==> config.mk <==
export PLATFORM = sky130hd
export DESIGN_NAME = bp_hybrid_predictor
export DESIGN_NICKNAME = d
export VERILOG_FILES = /design/src/rtl/bp_pkg.sv /design/src/rtl/bp_static_rule.sv /design/src/rtl/bp_tag_match.sv /design/src/rtl/bp_history_table.sv /design/src/rtl/bp_hybrid_predictor.sv
export SDC_FILE = /design/constraint.sdc
export NUM_CORES = 2
export LEC_CHECK = 0
export BUFFER_PORTS_ARGS = -buffer_cell sky130_fd_sc_hd__buf_2
export CAP_MARGIN = 15
export CORE_UTILIZATION = 40
export CTS_CLUSTER_DIAMETER = 40
export DETAILED_ROUTE_END_ITERATION = 7
export PLACE_DENSITY_LB_ADDON = 0.2
export SLEW_MARGIN = 25
export SYNTH_ARGS = -nofsm -noshare
export SYNTH_HDL_FRONTEND = slang
export SYNTH_HIERARCHICAL = 1
export SYNTH_SLANG_ARGS = --single-unit
export TNS_END_PERCENT = 10
==> constraint.sdc <==
create_clock -name clk -period 16.64 [get_ports clk]
set_input_delay 3.328 -clock clk [delete_from_list [all_inputs] [get_ports clk]]
set_output_delay 3.328 -clock clk [all_outputs]
set_load 0.01 [all_outputs]
==> src/rtl/bp_pkg.sv <==
package bp_pkg;
  localparam logic [7:0] HINT_FORCE_TAKEN = 8'h3E;
  localparam logic [7:0] HINT_FORCE_NOT   = 8'h2E;
  localparam int unsigned HINT_W          = 8;
endpackage

==> src/rtl/bp_static_rule.sv <==
module bp_static_rule
  import bp_pkg::*;
#(
  parameter int unsigned AW = 32
) (
  input  logic [AW-1:0]     pc,
  input  logic [AW-1:0]     tgt,
  input  logic [HINT_W-1:0] hint,
  output logic              taken
);
  logic backward;
  assign backward = (tgt <= pc);

  always_comb begin
    unique case (hint)
      HINT_FORCE_TAKEN: taken = 1'b1;
      HINT_FORCE_NOT:   taken = 1'b0;
      default:          taken = backward;
    endcase
  end
endmodule

==> src/rtl/bp_tag_match.sv <==
module bp_tag_match #(
  parameter int unsigned AW      = 32,
  parameter int unsigned N_SLOTS = 8,
  localparam int unsigned IW     = $clog2(N_SLOTS)
) (
  input  logic [N_SLOTS-1:0][AW-1:0] tags,
  input  logic [N_SLOTS-1:0]         vld,
  input  logic [AW-1:0]              key,
  output logic                       hit,
  output logic [IW-1:0]              idx
);
  logic [N_SLOTS-1:0] match;

  for (genvar g = 0; g < N_SLOTS; g++) begin : g_cmp
    assign match[g] = vld[g] && (tags[g] == key);
  end

  always_comb begin
    idx = '0;
    for (int i = 0; i < N_SLOTS; i++) begin
      if (match[i]) idx = IW'(i);
    end
  end

  assign hit = |match;
endmodule

==> src/rtl/bp_history_table.sv <==
module bp_history_table #(
  parameter int unsigned AW      = 32,
  parameter int unsigned N_SLOTS = 8,
  parameter int unsigned HL      = 16,
  localparam int unsigned IW     = $clog2(N_SLOTS),
  localparam int unsigned PW     = $clog2(HL)
) (
  input  logic                       clk,
  input  logic                       rst,
  input  logic                       upd_valid,
  input  logic [AW-1:0]              upd_pc,
  input  logic                       upd_taken,
  input  logic                       upd_init,
  input  logic                       upd_hit,
  input  logic [IW-1:0]              upd_idx,
  output logic [N_SLOTS-1:0][AW-1:0] tags,
  output logic [N_SLOTS-1:0]         vld,
  output logic [N_SLOTS-1:0][HL-1:0] hist,
  output logic [N_SLOTS-1:0][PW-1:0] pos
);
  logic [IW-1:0] alloc_ptr;
  logic [HL-1:0] fresh;

  // new slot: rule direction everywhere, outcome at position 0
  always_comb begin
    fresh    = {HL{upd_init}};
    fresh[0] = upd_taken;
  end

  always_ff @(posedge clk) begin
    if (rst) begin
      vld       <= '0;
      alloc_ptr <= '0;
    end else if (upd_valid) begin
      if (upd_hit) begin
        hist[upd_idx][pos[upd_idx]] <= upd_taken;
        pos[upd_idx]                <= pos[upd_idx] + 1'b1;
      end else begin
        tags[alloc_ptr] <= upd_pc;
        vld[alloc_ptr]  <= 1'b1;
        hist[alloc_ptr] <= fresh;
        pos[alloc_ptr]  <= PW'(1);
        alloc_ptr       <= (alloc_ptr == IW'(N_SLOTS - 1)) ? '0 : alloc_ptr + 1'b1;
      end
    end
  end

  // reset leaves no slot in use
  p_reset_empty_r1: assert property (@(posedge clk) rst |=> (vld == '0));

  // a missing update claims a slot holding its tag, position 1
  p_alloc_tag_r7: assert property (@(posedge clk) disable iff (rst)
    (upd_valid && !upd_hit) |=>
      (vld[$past(alloc_ptr)] && tags[$past(alloc_ptr)] == $past(upd_pc)
       && pos[$past(alloc_ptr)] == PW'(1)));

  // a hit writes the outcome at the old position
  p_write_bit_r8: assert property (@(posedge clk) disable iff (rst)
    (upd_valid && upd_hit) |=>
      (hist[$past(upd_idx)][$past(pos[upd_idx])] == $past(upd_taken)));

  // a hit advances the position modulo HL
  p_step_pos_r8: assert property (@(posedge clk) disable iff (rst)
    (upd_valid && upd_hit) |=>
      (pos[$past(upd_idx)] == PW'($past(pos[upd_idx]) + 1'b1)));
endmodule

==> src/rtl/bp_hybrid_predictor.sv <==
module bp_hybrid_predictor
  import bp_pkg::*;
#(
  parameter int unsigned AW      = 32,
  parameter int unsigned N_SLOTS = 8,
  parameter int unsigned HL      = 16   // power of two
) (
  input  logic              clk,
  input  logic              rst,
  input  logic              lkp_valid,
  input  logic [AW-1:0]     lkp_pc,
  input  logic [AW-1:0]     lkp_tgt,
  input  logic [HINT_W-1:0] lkp_hint,
  output logic              pred_valid,
  output logic              pred_taken,
  output logic              pred_from_hist,
  input  logic              upd_valid,
  input  logic [AW-1:0]     upd_pc,
  input  logic [AW-1:0]     upd_tgt,
  input  logic              upd_taken
);
  localparam int unsigned IW = $clog2(N_SLOTS);
  localparam int unsigned PW = $clog2(HL);

  logic [N_SLOTS-1:0][AW-1:0] tags;
  logic [N_SLOTS-1:0]         vld;
  logic [N_SLOTS-1:0][HL-1:0] hist;
  logic [N_SLOTS-1:0][PW-1:0] pos;

  logic          lk_hit, up_hit, lk_rule, up_rule, same_addr;
  logic [IW-1:0] lk_idx, up_idx;
  logic [PW-1:0] next_pos;

  bp_tag_match #(.AW(AW), .N_SLOTS(N_SLOTS)) u_lk_match (
    .tags(tags), .vld(vld), .key(lkp_pc), .hit(lk_hit), .idx(lk_idx));

  bp_tag_match #(.AW(AW), .N_SLOTS(N_SLOTS)) u_up_match (
    .tags(tags), .vld(vld), .key(upd_pc), .hit(up_hit), .idx(up_idx));

  bp_static_rule #(.AW(AW)) u_lk_rule (
    .pc(lkp_pc), .tgt(lkp_tgt), .hint(lkp_hint), .taken(lk_rule));

  bp_static_rule #(.AW(AW)) u_up_rule (
    .pc(upd_pc), .tgt(upd_tgt), .hint(HINT_W'(0)), .taken(up_rule));

  bp_history_table #(.AW(AW), .N_SLOTS(N_SLOTS), .HL(HL)) u_table (
    .clk(clk), .rst(rst), .upd_valid(upd_valid), .upd_pc(upd_pc),
    .upd_taken(upd_taken), .upd_init(up_rule), .upd_hit(up_hit),
    .upd_idx(up_idx), .tags(tags), .vld(vld), .hist(hist), .pos(pos));

  assign same_addr = lkp_valid && upd_valid && (lkp_pc == upd_pc);
  assign next_pos  = pos[up_idx] + 1'b1;

  always_comb begin
    if (same_addr) begin
      // update goes first: lookup sees the post-update slot
      pred_from_hist = 1'b1;
      pred_taken     = up_hit ? hist[up_idx][next_pos] : up_rule;
    end else if (lk_hit) begin
      pred_from_hist = 1'b1;
      pred_taken     = hist[lk_idx][pos[lk_idx]];
    end else begin
      pred_from_hist = 1'b0;
      pred_taken     = lk_rule;
    end
  end

  assign pred_valid = lkp_valid;

  // forcing hint on a miss yields taken
  p_hint_taken_r4: assert property (@(posedge clk) disable iff (rst)
    (lkp_valid && !lk_hit && !same_addr && lkp_hint == HINT_FORCE_TAKEN) |-> pred_taken);

  // opposite hint on a miss yields not taken
  p_hint_not_r4: assert property (@(posedge clk) disable iff (rst)
    (lkp_valid && !lk_hit && !same_addr && lkp_hint == HINT_FORCE_NOT) |-> !pred_taken);

  // a tag hit always reports history as the source
  p_hit_flag_r6: assert property (@(posedge clk) disable iff (rst)
    (lkp_valid && lk_hit) |-> pred_from_hist);
endmodule

-- Word level (Yosys, flattened, before mapping)
Index checks and enable logic that the tools add are counted.
- bits in latches: 0
- word-level logic and storage cells: 144
- memories: 0
- memory bits (writable): 0
- bits in read-only memories: 0
- bits in registers: 427
- input bits: 141
- shift operators: 0
- $mul: 0
- $lt $le $gt $ge: 11
- mux-type cells: 53
- eq/ne operators: 20
- div/mod/pow operators: 0
- reduce and logical (&&, ||, !) cells: 26
- $add $sub $neg: 2
- bitwise gates (word level): 6
- operators with widths (kind ; count):
    $eq A32 B32 Y1 ; 17
    $bwmux W128 ; 2
    $bwmux W256 ; 1
    $mux W128 ; 1
    $bmux W16 S3 ; 2
    $demux W16 S3 ; 2
    $demux W32 S3 ; 1
    $le A32 B32 Y1 ; 2
    $mux W16 ; 4
    $mux W32 ; 2
    $bwmux W32 ; 1
    $mux W3 ; 9
    $and A24 B24 Y24 ; 1
    $bmux W4 S3 ; 2
    $demux W4 S3 ; 2
    $not A24 Y24 ; 1
    $logic_and A1 B1 Y1 ; 21
    $eq A8 B6 Y1 const B ; 2
    $mux W4 ; 4
    $or A8 B8 Y8 ; 2
    $reduce_or A8 Y1 ; 2
    $lt A4 B5 Y1 const B ; 3
    $lt A3 B4 Y1 const B ; 3
    $mux W1 ; 11
    13 further kinds ; 20

-- Longest topological paths before layout
- depth after elaboration: 19
- gate-level depth with buffers: 20
- mapped depth without buffers: 16

-- By module
The synthesis kept the hierarchy.
- by module, submodules not included (module ; cells an instance ; times used ; area each (um^2)):
    bp_history_table ; 1003 ; 1 ; 15808.9
    bp_tag_match ; 393 ; 2 ; 3138.0
    bp_hybrid_predictor ; 235 ; 1 ; 3084.2
    bp_static_rule ; 119 ; 2 ; 859.6

-- Least setup slack after synthesis
No wires, ideal clock.
- kind: in2out
- from: input upd_pc[28]
- to: output pred_taken
- slack: 5684 ps
- arrival time: 7628 ps
- required time: 13312 ps
- stages on the path: 19
- path buffers: 4
- cells stage by stage: buf_4 > xnor2_1 > nand4_1 > nor4_1 > nand4_1 > or4_4 > o21ai_1 > buf_2 > mux4_2 > buf_2 > mux2i_1 > inv_1 > ha_1 > clkbuf_1 > mux4_2 > nand2_1 > a21oi_1 > o311ai_1 > mux2i_1
- longest elaborated chain between the ends: 16
- elaborated cells between the ends (all ways): 36
- ends and longest elaborated chain (element ; line ; source):
    from (decl) ; bp_hybrid_predictor.sv:18 ; input logic [AW-1:0] upd_pc,
    $eq A32 B32 Y1 ; bp_tag_match.sv:15 ; assign match[g] = vld[g] && (tags[g] == key);
    $logic_and A1 B1 Y1 ; bp_tag_match.sv:15 ;
    $mux W1 ; bp_tag_match.sv:21 ; if (match[i]) idx = IW'(i);
    $mux W2 (2 in a row) ; bp_tag_match.sv:21 ;
    $mux W3 (3 in a row) ; bp_tag_match.sv:21 ;
    $mux W3 (*) ; bp_tag_match.sv:21 ;
    named net up_idx[0] ; bp_hybrid_predictor.sv:31 ; logic [IW-1:0] lk_idx, up_idx;
    $bmux W4 S3 ; bp_hybrid_predictor.sv:52 ; assign next_pos = pos[up_idx] + 1'b1;
    $mux W4 (implied by the code) ; bp_hybrid_predictor.sv:52 ;
    $add A4 B1 Y4 ; bp_hybrid_predictor.sv:52 ;
    $bmux W1 S4 (*) ; bp_hybrid_predictor.sv:58 ; pred_taken = up_hit ? hist[up_idx][next_pos] : up_rule;
    $mux W1 (implied by the code) (*) ; bp_hybrid_predictor.sv:58 ;
    $mux W1 (*) ; bp_hybrid_predictor.sv:58 ;
    $mux W1 (*) ; bp_hybrid_predictor.sv:55 ; if (same_addr) begin
    to (decl) ; bp_hybrid_predictor.sv:15 ; output logic pred_taken,
The timed path passes the listed nets; every way through them passes the cells marked *. The select of a mux whose other input is x is not followed.

-- Worst setup path after layout
- from: input upd_pc[29]
- to: output pred_taken
- elaborated cells between the ends (all ways): 36
- RTL lines (element ; line):
    $eq A32 B32 Y1 ; bp_tag_match.sv:15
    $logic_and A1 B1 Y1 ; bp_tag_match.sv:15
    $mux W2 (2 in a row) ; bp_tag_match.sv:21
    $mux W3 (3 in a row) ; bp_tag_match.sv:21
    $mux W3 (*) ; bp_tag_match.sv:21
    named net up_idx[1] ; bp_hybrid_predictor.sv:31
    $bmux W4 S3 ; bp_hybrid_predictor.sv:52
    $mux W4 (implied by the code) ; bp_hybrid_predictor.sv:52
    $add A4 B1 Y4 ; bp_hybrid_predictor.sv:52
    $bmux W1 S4 (*) ; bp_hybrid_predictor.sv:58
    $mux W1 (implied by the code) (*) ; bp_hybrid_predictor.sv:58
    $mux W1 (*) ; bp_hybrid_predictor.sv:58
    $mux W1 (*) ; bp_hybrid_predictor.sv:55
Marked as above.

==> impl_metrics.json <==
{
  "drcViolationCount": 4,
  "finalCriticalPeriod_ns": 12.78,
  "die_width_microns": 261,
  "synthFlopType": "edfxtp_1",
  "rsz0062_at_grt": "false",
  "postLayoutCellArea_sq_mm": 0.0307,
  "worst_pin_slew_ns": 1.19,
  "start_util_pct": 40.7,
  "cts-root-buf": "clkbuf_16",
  "synth_seq_cells": 427,
  "netlist_instances": 2262,
  "grt_pass1_vias": 19600,
  "fp-row-count": 94,
  "dieArea_sq_mm": 0.0683,
  "synth.top_cells.by_count": "416 x edfxtp_1, 307 x xnor2_1, 269 x o21ai_0, 236 x xor2_1",
  "ir_drop_uv": 92.2,
  "io_pins": 144,
  "postCtsSetupBuffers": 0,
  "clock_path_buffers": 3,
  "power_density_mw_per_mm2": 101,
  "syn_area_sq_mm": 0.0269,
  "dp.final_hpwl_microns": 63600,
  "layout.nets": 2577,
  "yosys_warnings": 6,
  "antenna_found_initial": 2,
  "drive_above_1_share_pct": 17.6,
  "port_buffers": 143,
  "cp.required_ns": 13.31,
  "dr.pass1.iters": 8,
  "synth.most_common_cell": "edfxtp_1",
  "final.fill_count": 5979,
  "crit_fanout": 37,
  "ys_seq_area_share_pct": 47.3,
  "cts_sinks": 427,
  "maxCapViolCount": 0,
  "hp-class": "flop to flop",
  "place_area_sq_mm": 0.0281,
  "synthArstFlopShare_pct": 0,
  "violations": "DRC",
  "setup_viol": 0,
  "cp-end-kind": "output pin",
  "fmaxAchievable_ghz": 0.0782,
  "status": "finished with violations",
  "place.gp.congestion": 0.937,
  "grt_max_degree": 52,
  "area_growth_pct": 14.3,
  "core_sq_mm": 0.0661,
  "synth_area_leaders": "edfxtp_1 46%, xnor2_1 10%, xor2_1 7.7%",
  "cts_tree": "yes",
  "ctsHoldBuffers": 0,
  "cts_resized": 0,
  "wire_per_inst_microns": 28.3,
  "htree_num_levels": 3,
  "crit_type": "input pin to output pin",
  "period_share_pct": 76.8,
  "p_leak_nw": 10.3,
  "final_antenna_net_count": 0,
  "clk_pin_slew_ns": 0.05,
  "drv_slew": 0,
  "synth.distinct_cells": 65,
  "max_slew_margin_pct": 20.3,
  "tns_ns": 0,
  "hold_viol": 0,
  "cp.arrival_ns": 9.46,
  "synth_top_area_share_pct": 46.5,
  "die_y_microns": 261,
  "grt_pass1_wl_microns": 134000,
  "cp-start-kind": "input pin",
  "overflow": 0,
  "finalClockSkew_ns": 0.0252,
  "num_vias": 19700,
  "yosys.area.top_type": "edfxtp_1",
  "cts_buffers": 80,
  "detail_route.iter0.violations": 1902,
  "grt_usage_pct": 27.1,
  "syn_area_per_cell_sq_um": 11.9,
  "wirelength_microns": 93000,
  "synth_edf_count": 416,
  "viasPerCell": 5.99,
  "clkLatencyLatePin_ns": 0.62
}
-- layout by cell type (no fill, tap or decap), drive strengths merged, types with 72 or more instances in the layout --
cell type | netlist | final
o21ai | 285 | 285
clkbuf | 56 | 91
nor4 | 72 | 72
edfxtp | 416 | 416
buf | 100 | 170
xor2 | 236 | 236
mux4 | 93 | 93
inv | 94 | 100
nand4 | 94 | 94
nand2 | 94 | 94
xnor2 | 309 | 309
-- cell families (layout without fill, tap and decap cells) --
kind of cell    count (synthesis)  after routing  share of synthesized area [%]
buf+inv                       251            409                           4.65
other cells                     1              9                         0.0139
mux                           143            143                           9.87
flops                         427            427                           47.3
fa+ha+maj                      71             71                           3.30
compound gates                407            407                           8.23
simple gates                  417            417                           8.85
xor+xnor                      545            545                           17.8
-- registers in the layout, summed over array words and instances (netlist names) --
signal and cells:
u_table/tags 256, u_table/hist 128, u_table/pos 32, u_table/vld 8
u_table/alloc_ptr 3
-- stage by stage --
stage               hold WS [ns]  std cells  util [%]  worst slack (ns)  power [mW]
detailed placement         0.490       3147      42.5              3.90        1.51
CTS                        0.502       3291      46.5              3.90        3.12
global placement           0.481       3147      42.5              3.97        1.50
global route               0.523       3291      46.5              3.57        3.20
finish                     0.485       3292      46.5              3.86        3.11
floorplan                  0.449       2269         -              5.68        1.40
-- critical path, stage by stage --
cell and delay (ns):
buf_2 0.53, xnor2_1 0.20, nand4_1 0.13, nor4_1 0.68, nand4_1 0.17, or4_4 0.64, nand3_4 0.44, buf_4 0.56
mux4_2 0.52, mux2i_1 0.26, inv_1 0.08, ha_1 0.23, xnor2_1 0.38, mux4_2 0.56, o2111ai_1 0.20, o311ai_1 0.14
mux2i_1 0.20, buf_2 0.17
-- per-layer routing --
metal	GRT usage, %	vias up	part of all wire, %
li1	-	8583	-
met1	34.1	9910	39
met2	46.5	1006	49
met3	3.93	204	7.6
met4	11.6	0	4.5
met5	0	-	0
-- area by class of cell --
class	count	area, sq um	area share (%)
inverter	95	357	1.16
clock buffer	91	2130	6.92
multi-input combinational	1591	13000	42.3
sequential	427	12700	41.4
tap	864	1080	3.52
timing repair buffer	170	918	2.99
clock inverter	53	552	1.79
antenna	1	2.50	0.00814
-- where the power goes --
group / switching (mW) / leakage [nW] / internal [mW]
clock: 0.576 / 1.29 / 1.05
sequential: 0.0129 / 3.80 / 1.20
combinational: 0.182 / 5.26 / 0.0989
total: 0.771 / 10.3 / 2.34
-- final timing paths --
check | slack (ns) | start | end | cells after the start
worst max register to register | 10.33 | u_table/tags[84] | u_table/pos[26] | 14
worst max-delay path | 3.86 | upd_pc[29] | pred_taken | 18
worst min register to register | 0.49 | u_table/vld[1] | u_table/vld[1] | 2
worst min-delay path | 0.49 | u_table/vld[1] | u_table/vld[1] | 2
Power figures use the tool's default switching activity.
